==> src/rtl/txd_pkg.sv <==
package txd_pkg;
  localparam int WORD_W    = 32;
  localparam int CNT_W     = 11;
  localparam int OWN_BIT   = 31;
  localparam int SOP_BIT   = 21;
  localparam int EOP_BIT   = 22;
  localparam int ABT_BIT   = 8;
  localparam int UDF_BIT   = 11;
  localparam int BAD_BIT   = 12;
  localparam int QUIET_BIT = 0;

  typedef enum logic [2:0] {
    ST_IDLE, ST_STAT, ST_CTRL, ST_BUFP, ST_LINK, ST_XFER, ST_DONE
  } txd_state_e;

  function automatic logic [7:0] pick_byte(input logic [WORD_W-1:0] w, input logic [1:0] lane);
    case (lane)
      2'd0:    return w[7:0];
      2'd1:    return w[15:8];
      2'd2:    return w[23:16];
      default: return w[31:24];
    endcase
  endfunction

  function automatic logic desc_malformed(input logic [CNT_W-1:0] cnt, input logic sop, input logic eop);
    return (cnt == '0) || !sop || !eop;
  endfunction

  function automatic logic [WORD_W-1:0] status_word(input logic abt, input logic udf, input logic bad);
    logic [WORD_W-1:0] w;
    w = '0;
    w[ABT_BIT] = abt;
    w[UDF_BIT] = udf;
    w[BAD_BIT] = bad;
    return w;
  endfunction
endpackage

==> src/rtl/txd_desc_latch.sv <==
module txd_desc_latch
  import txd_pkg::*;
#(
  parameter int AW = 32
) (
  input  logic              clk,
  input  logic              rst_n,
  input  logic              cap_ctrl,
  input  logic              cap_bufp,
  input  logic              cap_link,
  input  logic [WORD_W-1:0] word,
  output logic [CNT_W-1:0]  cnt,
  output logic              sop,
  output logic              eop,
  output logic [AW-1:0]     bufp,
  output logic [AW-1:0]     link_next,
  output logic              link_quiet
);
  logic [AW-1:1] link_hi;

  always_ff @(posedge clk) begin
    if (!rst_n) begin
      cnt        <= '0;
      sop        <= 1'b0;
      eop        <= 1'b0;
      bufp       <= '0;
      link_hi    <= '0;
      link_quiet <= 1'b0;
    end else begin
      if (cap_ctrl) begin
        cnt <= word[CNT_W-1:0];
        sop <= word[SOP_BIT];
        eop <= word[EOP_BIT];
      end
      if (cap_bufp) bufp <= word[AW-1:0];
      if (cap_link) begin
        link_hi    <= word[AW-1:1];
        link_quiet <= word[QUIET_BIT];
      end
    end
  end

  assign link_next = {link_hi, 1'b0};
endmodule

==> src/rtl/txd_byte_path.sv <==
module txd_byte_path
  import txd_pkg::*;
#(
  parameter int AW = 32
) (
  input  logic             clk,
  input  logic             rst_n,
  input  logic             load,
  input  logic             adv,
  input  logic [AW-1:0]    bufp,
  input  logic [CNT_W-1:0] cnt,
  output logic [AW-1:0]    byte_addr,
  output logic             is_last
);
  logic [CNT_W-1:0] off;

  always_ff @(posedge clk) begin
    if (!rst_n)    off <= '0;
    else if (load) off <= '0;
    else if (adv)  off <= off + 1'b1;
  end

  assign byte_addr = bufp + AW'(off);
  assign is_last   = (off == cnt - 1'b1);
endmodule

==> src/rtl/txd_engine.sv <==
module txd_engine
  import txd_pkg::*;
#(
  parameter int AW = 32
) (
  input  logic          clk,
  input  logic          rst_n,
  input  logic          poll_demand,
  input  logic          cur_addr_we,
  input  logic [AW-1:0] cur_addr_wdata,
  output logic [AW-1:0] cur_addr,
  output logic          tx_on,
  output logic          mem_rd,
  output logic          mem_we,
  output logic [AW-1:0] mem_addr,
  output logic [31:0]   mem_wdata,
  input  logic [31:0]   mem_rdata,
  output logic          tx_valid,
  input  logic          tx_ready,
  output logic [7:0]    tx_data,
  output logic          tx_last,
  input  logic          inj_abort,
  input  logic          inj_underflow,
  output logic          done_irq,
  output logic          err_irq
);
  localparam logic [AW-1:0] OFS_CTRL = AW'(4);
  localparam logic [AW-1:0] OFS_BUFP = AW'(8);
  localparam logic [AW-1:0] OFS_LINK = AW'(12);

  txd_state_e state;
  logic [AW-1:0] cur_q;
  logic tx_on_q, abt_q, udf_q, bad_q;

  logic [CNT_W-1:0] cnt;
  logic sop, eop, link_quiet, is_last;
  logic [AW-1:0] bufp, link_next, byte_addr;

  // named internal events
  logic start_fetch, addr_wr_ok, desc_owned, err_in, xfer_hit, stream_end, any_err;

  txd_desc_latch #(.AW(AW)) u_latch (
    .clk(clk), .rst_n(rst_n),
    .cap_ctrl(state == ST_CTRL), .cap_bufp(state == ST_BUFP), .cap_link(state == ST_LINK),
    .word(mem_rdata), .cnt(cnt), .sop(sop), .eop(eop),
    .bufp(bufp), .link_next(link_next), .link_quiet(link_quiet)
  );

  txd_byte_path #(.AW(AW)) u_bytes (
    .clk(clk), .rst_n(rst_n),
    .load(state == ST_LINK), .adv(xfer_hit),
    .bufp(bufp), .cnt(cnt), .byte_addr(byte_addr), .is_last(is_last)
  );

  always_comb begin
    start_fetch = (state == ST_IDLE) && poll_demand;
    addr_wr_ok  = (state == ST_IDLE) && cur_addr_we;
    desc_owned  = mem_rdata[OWN_BIT];
    err_in      = inj_abort || inj_underflow;
    tx_valid    = (state == ST_XFER);
    xfer_hit    = tx_valid && tx_ready;
    stream_end  = tx_valid && (err_in || (tx_ready && is_last));
    any_err     = abt_q || udf_q || bad_q;
    mem_rd      = (state == ST_STAT) || (state == ST_CTRL) || (state == ST_BUFP) ||
                  (state == ST_LINK) || (state == ST_XFER);
    mem_we      = (state == ST_DONE);
    mem_wdata   = status_word(abt_q, udf_q, bad_q);
    unique case (state)
      ST_CTRL: mem_addr = cur_q + OFS_CTRL;
      ST_BUFP: mem_addr = cur_q + OFS_BUFP;
      ST_LINK: mem_addr = cur_q + OFS_LINK;
      ST_XFER: mem_addr = {byte_addr[AW-1:2], 2'b00};
      default: mem_addr = cur_q;
    endcase
    tx_data  = pick_byte(mem_rdata, byte_addr[1:0]);
    tx_last  = tx_valid && is_last;
    done_irq = mem_we && !any_err && !link_quiet;
    err_irq  = mem_we && any_err;
  end

  always_ff @(posedge clk) begin
    if (!rst_n) begin
      state   <= ST_IDLE;
      cur_q   <= '0;
      tx_on_q <= 1'b0;
      abt_q   <= 1'b0;
      udf_q   <= 1'b0;
      bad_q   <= 1'b0;
    end else begin
      unique case (state)
        ST_IDLE: begin
          if (addr_wr_ok) cur_q <= cur_addr_wdata;
          if (start_fetch) begin
            tx_on_q <= 1'b1;
            abt_q   <= 1'b0;
            udf_q   <= 1'b0;
            bad_q   <= 1'b0;
            state   <= ST_STAT;
          end
        end
        ST_STAT: state <= desc_owned ? ST_CTRL : ST_IDLE;
        ST_CTRL: state <= ST_BUFP;
        ST_BUFP: state <= ST_LINK;
        ST_LINK: begin
          if (desc_malformed(cnt, sop, eop)) begin
            bad_q <= 1'b1;
            state <= ST_DONE;
          end else begin
            state <= ST_XFER;
          end
        end
        ST_XFER: begin
          if (inj_abort)     abt_q <= 1'b1;
          if (inj_underflow) udf_q <= 1'b1;
          if (stream_end)    state <= ST_DONE;
        end
        ST_DONE: begin
          if (any_err) begin
            tx_on_q <= 1'b0;
            state   <= ST_IDLE;
          end else begin
            cur_q <= link_next;
            state <= ST_STAT;
          end
        end
        default: state <= ST_IDLE;
      endcase
    end
  end

  assign cur_addr = cur_q;
  assign tx_on    = tx_on_q;
endmodule

==> config.mk <==
export PLATFORM = sky130hd
export DESIGN_NAME = txd_engine
export DESIGN_NICKNAME = d
export VERILOG_FILES = /design/src/rtl/txd_pkg.sv /design/src/rtl/txd_desc_latch.sv /design/src/rtl/txd_byte_path.sv /design/src/rtl/txd_engine.sv
export SDC_FILE = /design/constraint.sdc
export NUM_CORES = 1
export LEC_CHECK = 0
export BUFFER_PORTS_ARGS = -buffer_cell sky130_fd_sc_hd__buf_2
export CAP_MARGIN = 0
export CORE_AREA = 3 3 138 140
export CTS_BUF_LIST = sky130_fd_sc_hd__clkbuf_2
export CTS_CLUSTER_DIAMETER = 100
export CTS_CLUSTER_SIZE = 24
export DETAILED_ROUTE_END_ITERATION = 8
export DIE_AREA = 0 0 141 143
export PLACE_DENSITY = 0.74
export SYNTH_ARGS = -nofsm -noshare
export SYNTH_HDL_FRONTEND = slang
export SYNTH_SLANG_ARGS = --single-unit
export TNS_END_PERCENT = 1
==> constraint.sdc <==
create_clock -name clk -period 4.2 [get_ports clk]
set_clock_uncertainty 0.2 [all_clocks]
set_input_delay 0.84 -clock clk [delete_from_list [all_inputs] [get_ports clk]]
set_output_delay 0.84 -clock clk [all_outputs]
set_load 0.01 [all_outputs]
==> flow_metrics.env <==
export IMPL_fin_tns_setup_ns=-0.01237
export IMPL_critPathMaxFanout=5
export IMPL_root_buffer="clkbuf_2"
export IMPL_drt_iter0_markers=1203
export IMPL_r2r_cells=10
export IMPL_synth_edf_count=0
export IMPL_fin_nets=1407
export IMPL_synthFlopType="dfxtp_1"
export IMPL_die_x_um=141
export IMPL_cts_sinks=127
export IMPL_yosysSeqAreaShare=0.2833
export IMPL_p_leak_uw=0.004145
export IMPL_synth_simple_area_share=0.2755
export IMPL_final_cell_mix="288 x nand2_1, 152 x buf_2, 106 x dfxtp_1"
export IMPL_wirelength_um=31410
export IMPL_wl_per_cell_um=20.12
export IMPL_overflow=0
export IMPL_cap_viol_max_count=0
export IMPL_area_growth_pct=14.93
export IMPL_ys_ff_latch=127
export IMPL_worstMarginPinSlew_ns=0.9964
export IMPL_dp_hpwl_um=22460
export IMPL_grt_pass1_vias=8300
export IMPL_power_switching_uw=976.5
export IMPL_finalCriticalPeriod_ns=4.212
export IMPL_final_common_cell="nand2_1"
export IMPL_finalHoldViolCount=0
export IMPL_grt_max_degree=64
export IMPL_p_per_area_nw_per_um2=269.2
export IMPL_yosysWarnings=0
export IMPL_die_y_um=143
export IMPL_hp_class="in2reg"
export IMPL_slew_headroom=0.3306
export IMPL_pwr_share_comb=0.240
export IMPL_violations="negative setup slack"
export IMPL_cts_tree="built"
export IMPL_yosys_area_top_type="dfxtp_1"
export IMPL_crit_chain="ha_4 -> fa_2 -> a21o_1 -> nand4_1 -> a31oi_4 -> o21ai_4 -> or4_4 -> xor2_2 -> o211ai_1 -> buf_2"
export IMPL_synth_xor_area_share=0.05954
export IMPL_drive_gt1_frac=0.2261
export IMPL_start_util=0.4995
export IMPL_synth_top_family_by_area="simple AND/OR/NAND/NOR gates"
export IMPL_antenna_left=0
export IMPL_synth_top_area_share=0.2833
export IMPL_antenna_found_initial=1
export IMPL_core_um2=17960
export IMPL_p_int_uw=1800
export IMPL_route_detailed_drc=0
export IMPL_numCtsBuffers=17
export IMPL_crit_family="compound AO/OA/AOI/OAI gates"
export IMPL_synthAdderAreaFrac=0.02538
export IMPL_drt_vias_per_instance=6.177
export IMPL_slowest_stage="or4_4"
export IMPL_cts_max_level=4
export IMPL_max_stage_delay_ns=0.44
export IMPL_muxShareOfSynthArea=0.02691
export IMPL_clk_pin_slew_worst_paths_ns=0.20
export IMPL_path_buf_inv=1
export IMPL_ys_types=80
export IMPL_critical_path_depth=10
export IMPL_hold_path_depth=3
export IMPL_fin_crit_sh=1.003
export IMPL_startpoint_type="flop"
export IMPL_setup_viol=1
export IMPL_synth_compound_area_frac=0.2538
export IMPL_grt_pass1_wl_um=47590
export IMPL_rsz0062_at_grt="yes"
export IMPL_critPathRequiredTime_ns=3.16
export IMPL_timing_fmax_mhz=237.4
export IMPL_async_flop_share=0
export IMPL_ios=182
export IMPL_synth_area_um2=8974
export IMPL_insertion_delay_ns=0.72
export IMPL_status="complete, but fails checks"
export IMPL_dieArea_um2=20160
export IMPL_peakVddDrop_mv=0.1526
export IMPL_setup_slack_ns=-0.01237
export IMPL_first_pass_iters=5
export IMPL_arrival_ns=3.17
export IMPL_syn_inst=1212
export IMPL_cts_buffer_depth=2
export IMPL_p_seq_frac=0.494
export IMPL_slew_viol_final=0
export IMPL_netSwitchingFraction=0.3517
export IMPL_num_fill_cells=1677
export IMPL_crit_path_end_kind="primary output"
export IMPL_port_buffers=152
export IMPL_dr_total_vias=9643
export IMPL_num_rows=49
export IMPL_postSynthAreaPerCell_um2=7.404
export IMPL_crit_type="reg2out"
export IMPL_synth_area_top_cells="dfxtp_1 28%, nand2_1 12%, a21boi_0 6.9%"
export IMPL_place_gp_congestion=0.9637
export IMPL_whs_ns=0.1659
export IMPL_pwr_share_clk=0.266
export IMPL_holdBufCountCts=0
export IMPL_grtUsageTotal=0.3002
-- power groups by stage --
stage / logic (uW) / registers (uW) / clock network [uW]
final: 667 / 1370 / 738
after global routing: 722 / 1380 / 810
after CTS: 647 / 1360 / 751
after detailed placement: 643 / 1390 / 0
after global placement: 637 / 1380 / 0
after floorplan: 432 / 1340 / 0
-- synthesized netlist by cell type (18+ instances only) --
master	count
o21ai_0	39
a21oi_1	41
clkbuf_1	73
nand2_1	290
buf_4	33
dfxtp_1	127
nand3_1	68
o211a_1	35
nor3_1	22
nor2_1	63
and3_1	18
a21boi_0	83
xor2_1	25
xnor2_1	36
-- layout make-up --
class                      instances  area, um^2  share of cell area
tap                              229       286.5             0.02778
multi-input combinational        971        6111              0.5925
clock buffer                      20       100.1            0.009705
sequential                       127        2584              0.2505
inverter                          15       60.06            0.005823
clock inverter                    11       118.9             0.01152
antenna                            1       2.502           0.0002426
timing repair buffer             187        1051              0.1019
-- repair_timing --
| item | CTS | global route |
|---|---|---|
| resized for setup | 25 | 62 |
| pin swaps | 6 | 13 |
| buffers inserted | 2 | 8 |
| endpoints found under the setup margin | 25 | 29 |
-- logic make-up (layout without fill, tap and decap cells) --
group                    Yosys count  in the layout
AND/OR/NAND/NOR                  541            541
buffers and inverters            142            233
AO/OA/AOI/OAI                    309            309
flip-flops                       127            127
adder cells (fa/ha/maj)           17             17
multiplexers                      14             14
XOR/XNOR                          61             61
other                              1             30
-- flip-flops by register name, indices dropped and copies added (netlist names) --
name,flops
cur_addr,32
u_latch.bufp,32
u_latch.link_hi,31
u_bytes.off,11
u_latch.cnt,11
state,3
abt_q,1
bad_q,1
tx_on,1
u_latch.eop,1
u_latch.link_quiet,1
u_latch.sop,1
udf_q,1
-- stage by stage --
step           area (um^2)  power [uW]  setup WS (ns)    util  std cells
6_report             10310        2777       -0.01237  0.5741       1561
5_1_grt              10310        2909        -0.1954  0.5741       1561
4_1_cts              10010        2759        -0.1171  0.5572       1552
3_5_place_dp          9722        2028         0.4677  0.5412       1519
3_3_place_gp          9722        2020         0.5294  0.5412       1519
2_1_floorplan         9079        1773         0.2779       -       1240
-- worst paths after layout --
path / from / to / slack (ns)
max reg2reg: state[2]$_SDFFE_PN0P_ / u_bytes.off[9]$_SDFFE_PP0P_ / 1.07
min: cur_addr_wdata[0] / cur_addr[0]$_SDFFE_PN0P_ / 0.17
min reg2reg: u_latch.link_hi[21]$_SDFFE_PN0P_ / u_latch.link_hi[21]$_SDFFE_PN0P_ / 0.28
max: u_bytes.off[0]$_SDFFE_PP0P_ / mem_addr[24] / -0.01
-- per-layer routing --
| metal | share of wire | track usage |
|---|---|---|
| met1 | 0.44 | 0.4482 |
| met2 | 0.44 | 0.4458 |
| met3 | 0.11 | 0.06564 |
| met4 | 0.016 | 0.06170 |
| met5 | 0 | 0 |
-- worst reg2reg max path, stage by stage, from the launching register on --
cell and delay, ns:
dfxtp_1 0.43, buf_8 0.30, inv_2 0.21, nor2_2 0.25, nand2_1 0.14, clkinvlp_4 0.32
buf_4 0.26, and3_1 0.17, nand3_1 0.21, or3_1 0.40, a21oi_1 0.15
Note: power is estimated with default switching activity, not from simulation.
